`src/rtl/sfa_pkg.sv`:
```
package sfa_pkg;

    localparam int SFA_BYTE_W = 8;
    localparam logic [SFA_BYTE_W-1:0] SFA_A1_DEF = 8'hF6;
    localparam logic [SFA_BYTE_W-1:0] SFA_A2_DEF = 8'h28;

    typedef enum logic [1:0] {
        ST_HUNT = 2'd0,
        ST_PRE  = 2'd1,
        ST_SYNC = 2'd2
    } sfa_state_e;

    typedef struct packed {
        logic [SFA_BYTE_W-1:0] data;
        logic                  stb;
        logic                  sof;
    } sfa_out_t;

    function automatic int sfa_cnt_width(input int limit);
        return (limit < 2) ? 1 : $clog2(limit + 1);
    endfunction

endpackage

```
`src/rtl/sfa_bit_window.sv`:
```
module sfa_bit_window
    import sfa_pkg::*;
#(
    parameter int                    N_STS = 3,
    parameter logic [SFA_BYTE_W-1:0] A1    = SFA_A1_DEF,
    parameter logic [SFA_BYTE_W-1:0] A2    = SFA_A2_DEF
) (
    input  logic                  clk,
    input  logic                  rst,
    input  logic                  sdata_i,
    output logic [SFA_BYTE_W-2:0] recent_o,
    output logic                  hit_o
);
    localparam int PAT_BYTES = 2 * N_STS;
    localparam int WIN_W     = SFA_BYTE_W * PAT_BYTES;

    logic [WIN_W-1:0] win_q;
    logic [WIN_W-1:0] pat;

    for (genvar g = 0; g < PAT_BYTES; g++) begin : g_pat
        if (g < N_STS) begin : g_a1
            assign pat[WIN_W-1-SFA_BYTE_W*g -: SFA_BYTE_W] = A1;
        end else begin : g_a2
            assign pat[WIN_W-1-SFA_BYTE_W*g -: SFA_BYTE_W] = A2;
        end
    end

    always_ff @(posedge clk) begin
        if (rst) begin
            win_q <= '0;
        end else begin
            win_q <= {win_q[WIN_W-2:0], sdata_i};
        end
    end

    assign hit_o    = (win_q == pat);
    assign recent_o = win_q[SFA_BYTE_W-2:0];

endmodule

```
`src/rtl/sfa_byte_timer.sv`:
```
module sfa_byte_timer
    import sfa_pkg::*;
#(
    parameter int FRAME_BYTES = 2430,
    parameter int N_STS       = 3
) (
    input  logic clk,
    input  logic rst,
    input  logic reload_i,
    output logic last_bit_o,
    output logic at_mark_o
);
    localparam int PAT_BYTES = 2 * N_STS;
    localparam int BIT_W     = $clog2(SFA_BYTE_W);
    localparam int IDX_W     = $clog2(FRAME_BYTES);
    localparam logic [BIT_W-1:0] BIT_LAST = BIT_W'(SFA_BYTE_W - 1);
    localparam logic [IDX_W-1:0] IDX_LAST = IDX_W'(FRAME_BYTES - 1);
    localparam logic [IDX_W-1:0] IDX_MARK = IDX_W'(PAT_BYTES);

    logic [BIT_W-1:0] bit_q;
    logic [IDX_W-1:0] idx_q;

    always_ff @(posedge clk) begin
        if (rst) begin
            bit_q <= '0;
            idx_q <= '0;
        end else if (reload_i) begin
            // the bit sampled at this edge is bit 0 of the first payload byte
            bit_q <= BIT_W'(1);
            idx_q <= IDX_MARK;
        end else if (bit_q == BIT_LAST) begin
            bit_q <= '0;
            idx_q <= (idx_q == IDX_LAST) ? '0 : idx_q + 1'b1;
        end else begin
            bit_q <= bit_q + 1'b1;
        end
    end

    assign last_bit_o = (bit_q == BIT_LAST);
    assign at_mark_o  = (bit_q == '0) && (idx_q == IDX_MARK);

    AST_MARK_NOT_LAST: assert property (@(posedge clk) disable iff (rst)
        at_mark_o |=> !at_mark_o) else $error("mark repeated");

endmodule

```
`src/rtl/sfa_sync_fsm.sv`:
```
module sfa_sync_fsm
    import sfa_pkg::*;
#(
    parameter int LOCK_HITS   = 2,
    parameter int LOSE_MISSES = 4
) (
    input  logic       clk,
    input  logic       rst,
    input  logic       hit_i,
    input  logic       at_mark_i,
    output sfa_state_e state_o,
    output logic       reload_o,
    output logic       sof_evt_o,
    output logic       lock_o
);
    localparam int HIT_W  = sfa_cnt_width(LOCK_HITS);
    localparam int MISS_W = sfa_cnt_width(LOSE_MISSES);
    localparam logic [HIT_W-1:0]  HIT_FINAL  = HIT_W'(LOCK_HITS - 1);
    localparam logic [MISS_W-1:0] MISS_FINAL = MISS_W'(LOSE_MISSES - 1);

    sfa_state_e        state_q, state_n;
    logic [HIT_W-1:0]  hits_q, hits_n;
    logic [MISS_W-1:0] miss_q, miss_n;
    logic              lock_q;

    always_comb begin
        state_n   = state_q;
        hits_n    = hits_q;
        miss_n    = miss_q;
        reload_o  = 1'b0;
        sof_evt_o = 1'b0;
        unique case (state_q)
            ST_HUNT: begin
                if (hit_i) begin
                    reload_o  = 1'b1;
                    sof_evt_o = 1'b1;
                    hits_n    = '0;
                    state_n   = ST_PRE;
                end
            end
            ST_PRE: begin
                if (at_mark_i) begin
                    if (hit_i) begin
                        sof_evt_o = 1'b1;
                        if (hits_q == HIT_FINAL) begin
                            state_n = ST_SYNC;
                            miss_n  = '0;
                        end else begin
                            hits_n = hits_q + 1'b1;
                        end
                    end else begin
                        state_n = ST_HUNT;
                    end
                end
            end
            ST_SYNC: begin
                if (at_mark_i) begin
                    if (hit_i) begin
                        miss_n    = '0;
                        sof_evt_o = 1'b1;
                    end else if (miss_q == MISS_FINAL) begin
                        state_n = ST_HUNT;
                    end else begin
                        miss_n    = miss_q + 1'b1;
                        sof_evt_o = 1'b1;
                    end
                end
            end
            default: state_n = ST_HUNT;
        endcase
    end

    always_ff @(posedge clk) begin
        if (rst) begin
            state_q <= ST_HUNT;
            hits_q  <= '0;
            miss_q  <= '0;
            lock_q  <= 1'b0;
        end else begin
            state_q <= state_n;
            hits_q  <= hits_n;
            miss_q  <= miss_n;
            lock_q  <= (state_n == ST_SYNC);
        end
    end

    assign state_o = state_q;
    assign lock_o  = lock_q;

    AST_LOCK_FROM_PRE: assert property (@(posedge clk) disable iff (rst)
        $rose(lock_q) |-> ($past(state_q) == ST_PRE)) else $error("lock skipped confirm");
    AST_LOSS_TO_HUNT: assert property (@(posedge clk) disable iff (rst)
        $fell(lock_q) |-> (state_q == ST_HUNT)) else $error("loss not to hunt");

endmodule

```
`src/rtl/sfa_framer.sv`:
```
module sfa_framer
    import sfa_pkg::*;
#(
    parameter int                    FRAME_BYTES = 2430,
    parameter int                    N_STS       = 3,
    parameter logic [SFA_BYTE_W-1:0] A1          = SFA_A1_DEF,
    parameter logic [SFA_BYTE_W-1:0] A2          = SFA_A2_DEF,
    parameter int                    LOCK_HITS   = 2,
    parameter int                    LOSE_MISSES = 4
) (
    input  logic                  clk,
    input  logic                  rst,
    input  logic                  sdata_i,
    output logic [SFA_BYTE_W-1:0] data_o,
    output logic                  byte_stb_o,
    output logic                  sof_o,
    output logic                  in_frame_o
);
    logic [SFA_BYTE_W-2:0] recent;
    logic                  hit;
    logic                  last_bit;
    logic                  at_mark;
    logic                  reload;
    logic                  sof_evt;
    logic                  lock;
    sfa_state_e            state;
    sfa_out_t              out_q;

    sfa_bit_window #(.N_STS(N_STS), .A1(A1), .A2(A2)) u_window (
        .clk      (clk),
        .rst      (rst),
        .sdata_i  (sdata_i),
        .recent_o (recent),
        .hit_o    (hit)
    );

    sfa_byte_timer #(.FRAME_BYTES(FRAME_BYTES), .N_STS(N_STS)) u_timer (
        .clk        (clk),
        .rst        (rst),
        .reload_i   (reload),
        .last_bit_o (last_bit),
        .at_mark_o  (at_mark)
    );

    sfa_sync_fsm #(.LOCK_HITS(LOCK_HITS), .LOSE_MISSES(LOSE_MISSES)) u_fsm (
        .clk       (clk),
        .rst       (rst),
        .hit_i     (hit),
        .at_mark_i (at_mark),
        .state_o   (state),
        .reload_o  (reload),
        .sof_evt_o (sof_evt),
        .lock_o    (lock)
    );

    always_ff @(posedge clk) begin
        if (rst) begin
            out_q <= '0;
        end else begin
            out_q.sof <= sof_evt;
            out_q.stb <= 1'b0;
            if (last_bit && (state != ST_HUNT)) begin
                out_q.data <= {recent, sdata_i};
                out_q.stb  <= 1'b1;
            end
        end
    end

    assign data_o     = out_q.data;
    assign byte_stb_o = out_q.stb;
    assign sof_o      = out_q.sof;
    assign in_frame_o = lock;

    AST_STB_SINGLE: assert property (@(posedge clk) disable iff (rst)
        byte_stb_o |=> !byte_stb_o) else $error("strobe too long");
    AST_SOF_SINGLE: assert property (@(posedge clk) disable iff (rst)
        sof_o |=> !sof_o) else $error("sof too long");
    AST_HUNT_SILENT: assert property (@(posedge clk) disable iff (rst)
        (state == ST_HUNT && $past(state) == ST_HUNT) |-> !byte_stb_o) else $error("strobe while hunting");

endmodule

```
`config.mk`:
```
export PLATFORM = sky130hd
export DESIGN_NAME = sfa_framer
export DESIGN_NICKNAME = d
export VERILOG_FILES = /design/src/rtl/sfa_pkg.sv /design/src/rtl/sfa_bit_window.sv /design/src/rtl/sfa_byte_timer.sv /design/src/rtl/sfa_sync_fsm.sv /design/src/rtl/sfa_framer.sv
export SDC_FILE = /design/constraint.sdc
export NUM_CORES = 1
export LEC_CHECK = 0
export BUFFER_PORTS_ARGS = -buffer_cell sky130_fd_sc_hd__buf_2
export CORE_ASPECT_RATIO = 0.9
export CORE_MARGIN = 5
export CORE_UTILIZATION = 45
export DETAILED_ROUTE_END_ITERATION = 6
export SLEW_MARGIN = 5
export SYNTH_ARGS = -nofsm -noshare
export SYNTH_HDL_FRONTEND = slang
export SYNTH_SLANG_ARGS = --single-unit
export TNS_END_PERCENT = 30
```
`constraint.sdc`:
```
create_clock -name clk -period 2 [get_ports clk]
set_input_delay 0.2 -clock clk [delete_from_list [all_inputs] [get_ports clk]]
set_output_delay 0.2 -clock clk [all_outputs]
set_load 0.01 [all_outputs]
```
==> impl_metrics.toml <==
[clocking]
path_clk_slew_ps = 90
clk_latency_ps = 340
htreeDepth = 3
cts_tree = "done"
cts_inserted_buffers = 9
clockBufferDepth = 2
cts_hold_buf = 0
cts_root_buf = "clkbuf_8"
cts_sinks = 81

[drt]
viasPerCell = 4.83
drt_pass1_iterations = 4
drt_iter0_markers = 52
drc = 0
wirelength_um = 5510
vias = 2175
wl_per_cell_um = 12.2
ant_nets = 0

[global_routing]
grt_overflow = 0
grt.total_usage_pct = 14.0
antenna_found_initial = 0
grt_pass1_vias = 2194
grt_max_degree = 59
grt_pass1_wl_um = 9650

[die]
ios = 14
die_x_um = 96.9
die_area_um2 = 8550
rows = 28
die_height_um = 88.2
fp.coreArea_um2 = 6590
initial_core_util_pct = 46.4

[setup_path]
start_kind = "flip-flop"
crit_type = "flip-flop to flip-flop"
slowest_delay_ps = 520
path_delay_family = "simple AND/OR/NAND/NOR gates"
critPathMaxFanout = 3
critPathSlowestCell = "or4_4"
arrival_ps = 2310
worstPathCellList = "nand4bb_1, or4_4, nor3b_4, and4bb_2, a2111o_1, and2_1"
endpoint_kind = "flip-flop"
cp.required_ps = 2240
r2r_slack_ps = -70
path_buf_inv = 0

[sta]
hold_viol_final = 0
slew_violations = 0
fin_crit_sh_pct = 104
max_freq_mhz = 483
slew_headroom_pct = 63.3
tns_ps = -92.7
post-route-min-period_ps = 2070
rsz0062_at_grt = "true"
fin_skew_ps = 12.6
setup_viol = 2
worstMarginPinSlew_ps = 550
setup_ws_ps = -71.2

[synthesis]
synth-compound-area-share_pct = 5.97
ys_types = 44
synthAdderAreaFrac_pct = 5.32
synth.area.top_cells = "dfxtp_1, nor2b_1, ha_1"
ys_ff_latch = 81
synthMuxAreaShare_pct = 0.368
synth-xor-area-share_pct = 3.15
synth-simple-area-share_pct = 28.9
synth_common_cells = "dfxtp_1, nor2b_1, nand2_1"
synth_edf_count = 0
ys_async_sr_fraction_pct = 0
netlist_area_um2 = 3060
syn-num-nets = 331
synth_top_area_share_pct = 53.0
ys.flop_type = "dfxtp_1"
syn_area_per_cell_um2 = 9.71
seq_area_frac_synth_pct = 53.0
ys_warn_count = 0
syn_inst = 315
yosysMostFrequentCell = "dfxtp_1"
synth_top_family_by_area = "simple AND/OR/NAND/NOR gates"
synth_area_leader_cell = "dfxtp_1"

[layout]
area_growth_pct = 22.1
nets = 371
drive_above_1_share_pct = 21.1
antenna-diode-count = 0

[hold_path]
min_path_type = "input pin to flip-flop"

[power_and_ir_drop]
powerDensity_nw_per_um2 = 818
peakVddDrop_v = 0.000394
p_sw_share_pct = 21.3
p_int_w = 0.00241
clkPwrFrac_pct = 44.6
p_seq_share_pct = 53.3
switchingPower_w = 0.000649
leakagePower_nw = 1.49
p_comb_share_pct = 2.1

[job]
max_cap_violations = 0

[place]
io_buffers = 13
dp.final_hpwl_um = 3670
place_ws_ps = -123
globalplace.congestion = 0.784

[status]
status = "complete, but fails checks"
violations = "setup timing"
-- stage by stage --
stage / cell area [um2] / hold slack [ps] / instances / util, % / power, W
global route: 3730 / 62.3 / 450 / 56.7 / 0.00318
CTS: 3680 / 59.2 / 451 / 55.9 / 0.00310
detailed placement: 3410 / 437 / 434 / 51.8 / 0.00173
global placement: 3410 / 426 / 434 / 51.8 / 0.00173
floorplan: 3060 / 328 / 315 / - / 0.00170
finish: 3730 / 76.2 / 450 / 56.7 / 0.00305
-- kinds of logic after synthesis --
| family | after synthesis |
|---|---|
| AO/OA/AOI/OAI | 31 |
| XOR/XNOR | 11 |
| adder cells (fa/ha/maj) | 13 |
| buffers and inverters | 24 |
| flip-flops | 81 |
| multiplexers | 1 |
| AND/OR/NAND/NOR | 154 |
-- layer usage --
metal / wire length [um] / share of wire (%) / up-vias / global-route usage, %
met5: 0 / 0 / - / 0
met4: 47 / 0.85 / 0 / 5.10
met3: 152 / 2.8 / 4 / 5.10
met2: 2580 / 47 / 26 / 22.4
met1: 2730 / 50 / 1018 / 17.7
li1: - / - / 1127 / -
-- cells in the final DEF (no fill, tap or decap), drive strengths merged, types with 2 or more instances in the layout --
cell type and count:
a21oi 18, and2 2, and3 4, and4 2
buf 43, bufinv 2, clkbuf 10, dfxtp 81
ha 13, inv 13, nand2 30, nand2b 3
nand3 7, nand3b 2, nand4 5, nand4bb 2
nor2 26, nor2b 51, nor3 2, nor3b 2
nor4 3, nor4bb 5, o21ai 5, or3 2
xnor2 7, xor2 4
-- final timing paths --
path / end / depth (start not counted) / from
worst min-delay path: u_window.win_q[0] / 2 / sdata_i
worst max-delay path: u_fsm.lock_o / 6 / u_window.win_q[32]
worst max register to register: u_fsm.lock_o / 6 / u_window.win_q[32]
worst min register to register: data_o[3] / 2 / data_o[3]
-- power groups by stage --
stage               combinational, W  clock [W]  sequential [W]
floorplan                  0.0000392          0         0.00167
global placement           0.0000643          0         0.00167
detailed placement         0.0000650          0         0.00167
CTS                        0.0000663    0.00141         0.00163
global route               0.0000741    0.00148         0.00163
finish                     0.0000646    0.00136         0.00163
-- registers in the layout (all words and copies together) (netlist names), 2 cells and up --
signal and count:
u_window.win_q 48, u_timer.idx_q 12, data_o 8, u_fsm.miss_q 3, u_timer.bit_q 3, u_fsm.hits_q 2, u_fsm.state_o 2
-- timing repair --
| action | in CTS | in global routing |
|---|---|---|
| setup buffers | 1 | 0 |
| gates resized for setup | 11 | 13 |
| setup endpoints to repair | 6 | 22 |
| pin swaps | 6 | 6 |
| gates cloned | 0 | 0 |
-- area by class of cell --
cell class              count  area (um2)
flip-flops and latches     81        1630
fillers                   636        2850
multi-input cells         210        1410
clock inverters             6        97.6
repair buffers             43         318
well taps                  90         113
clock buffers              10         138
inverters                  10        37.5
(Power assumes the default switching activity.)
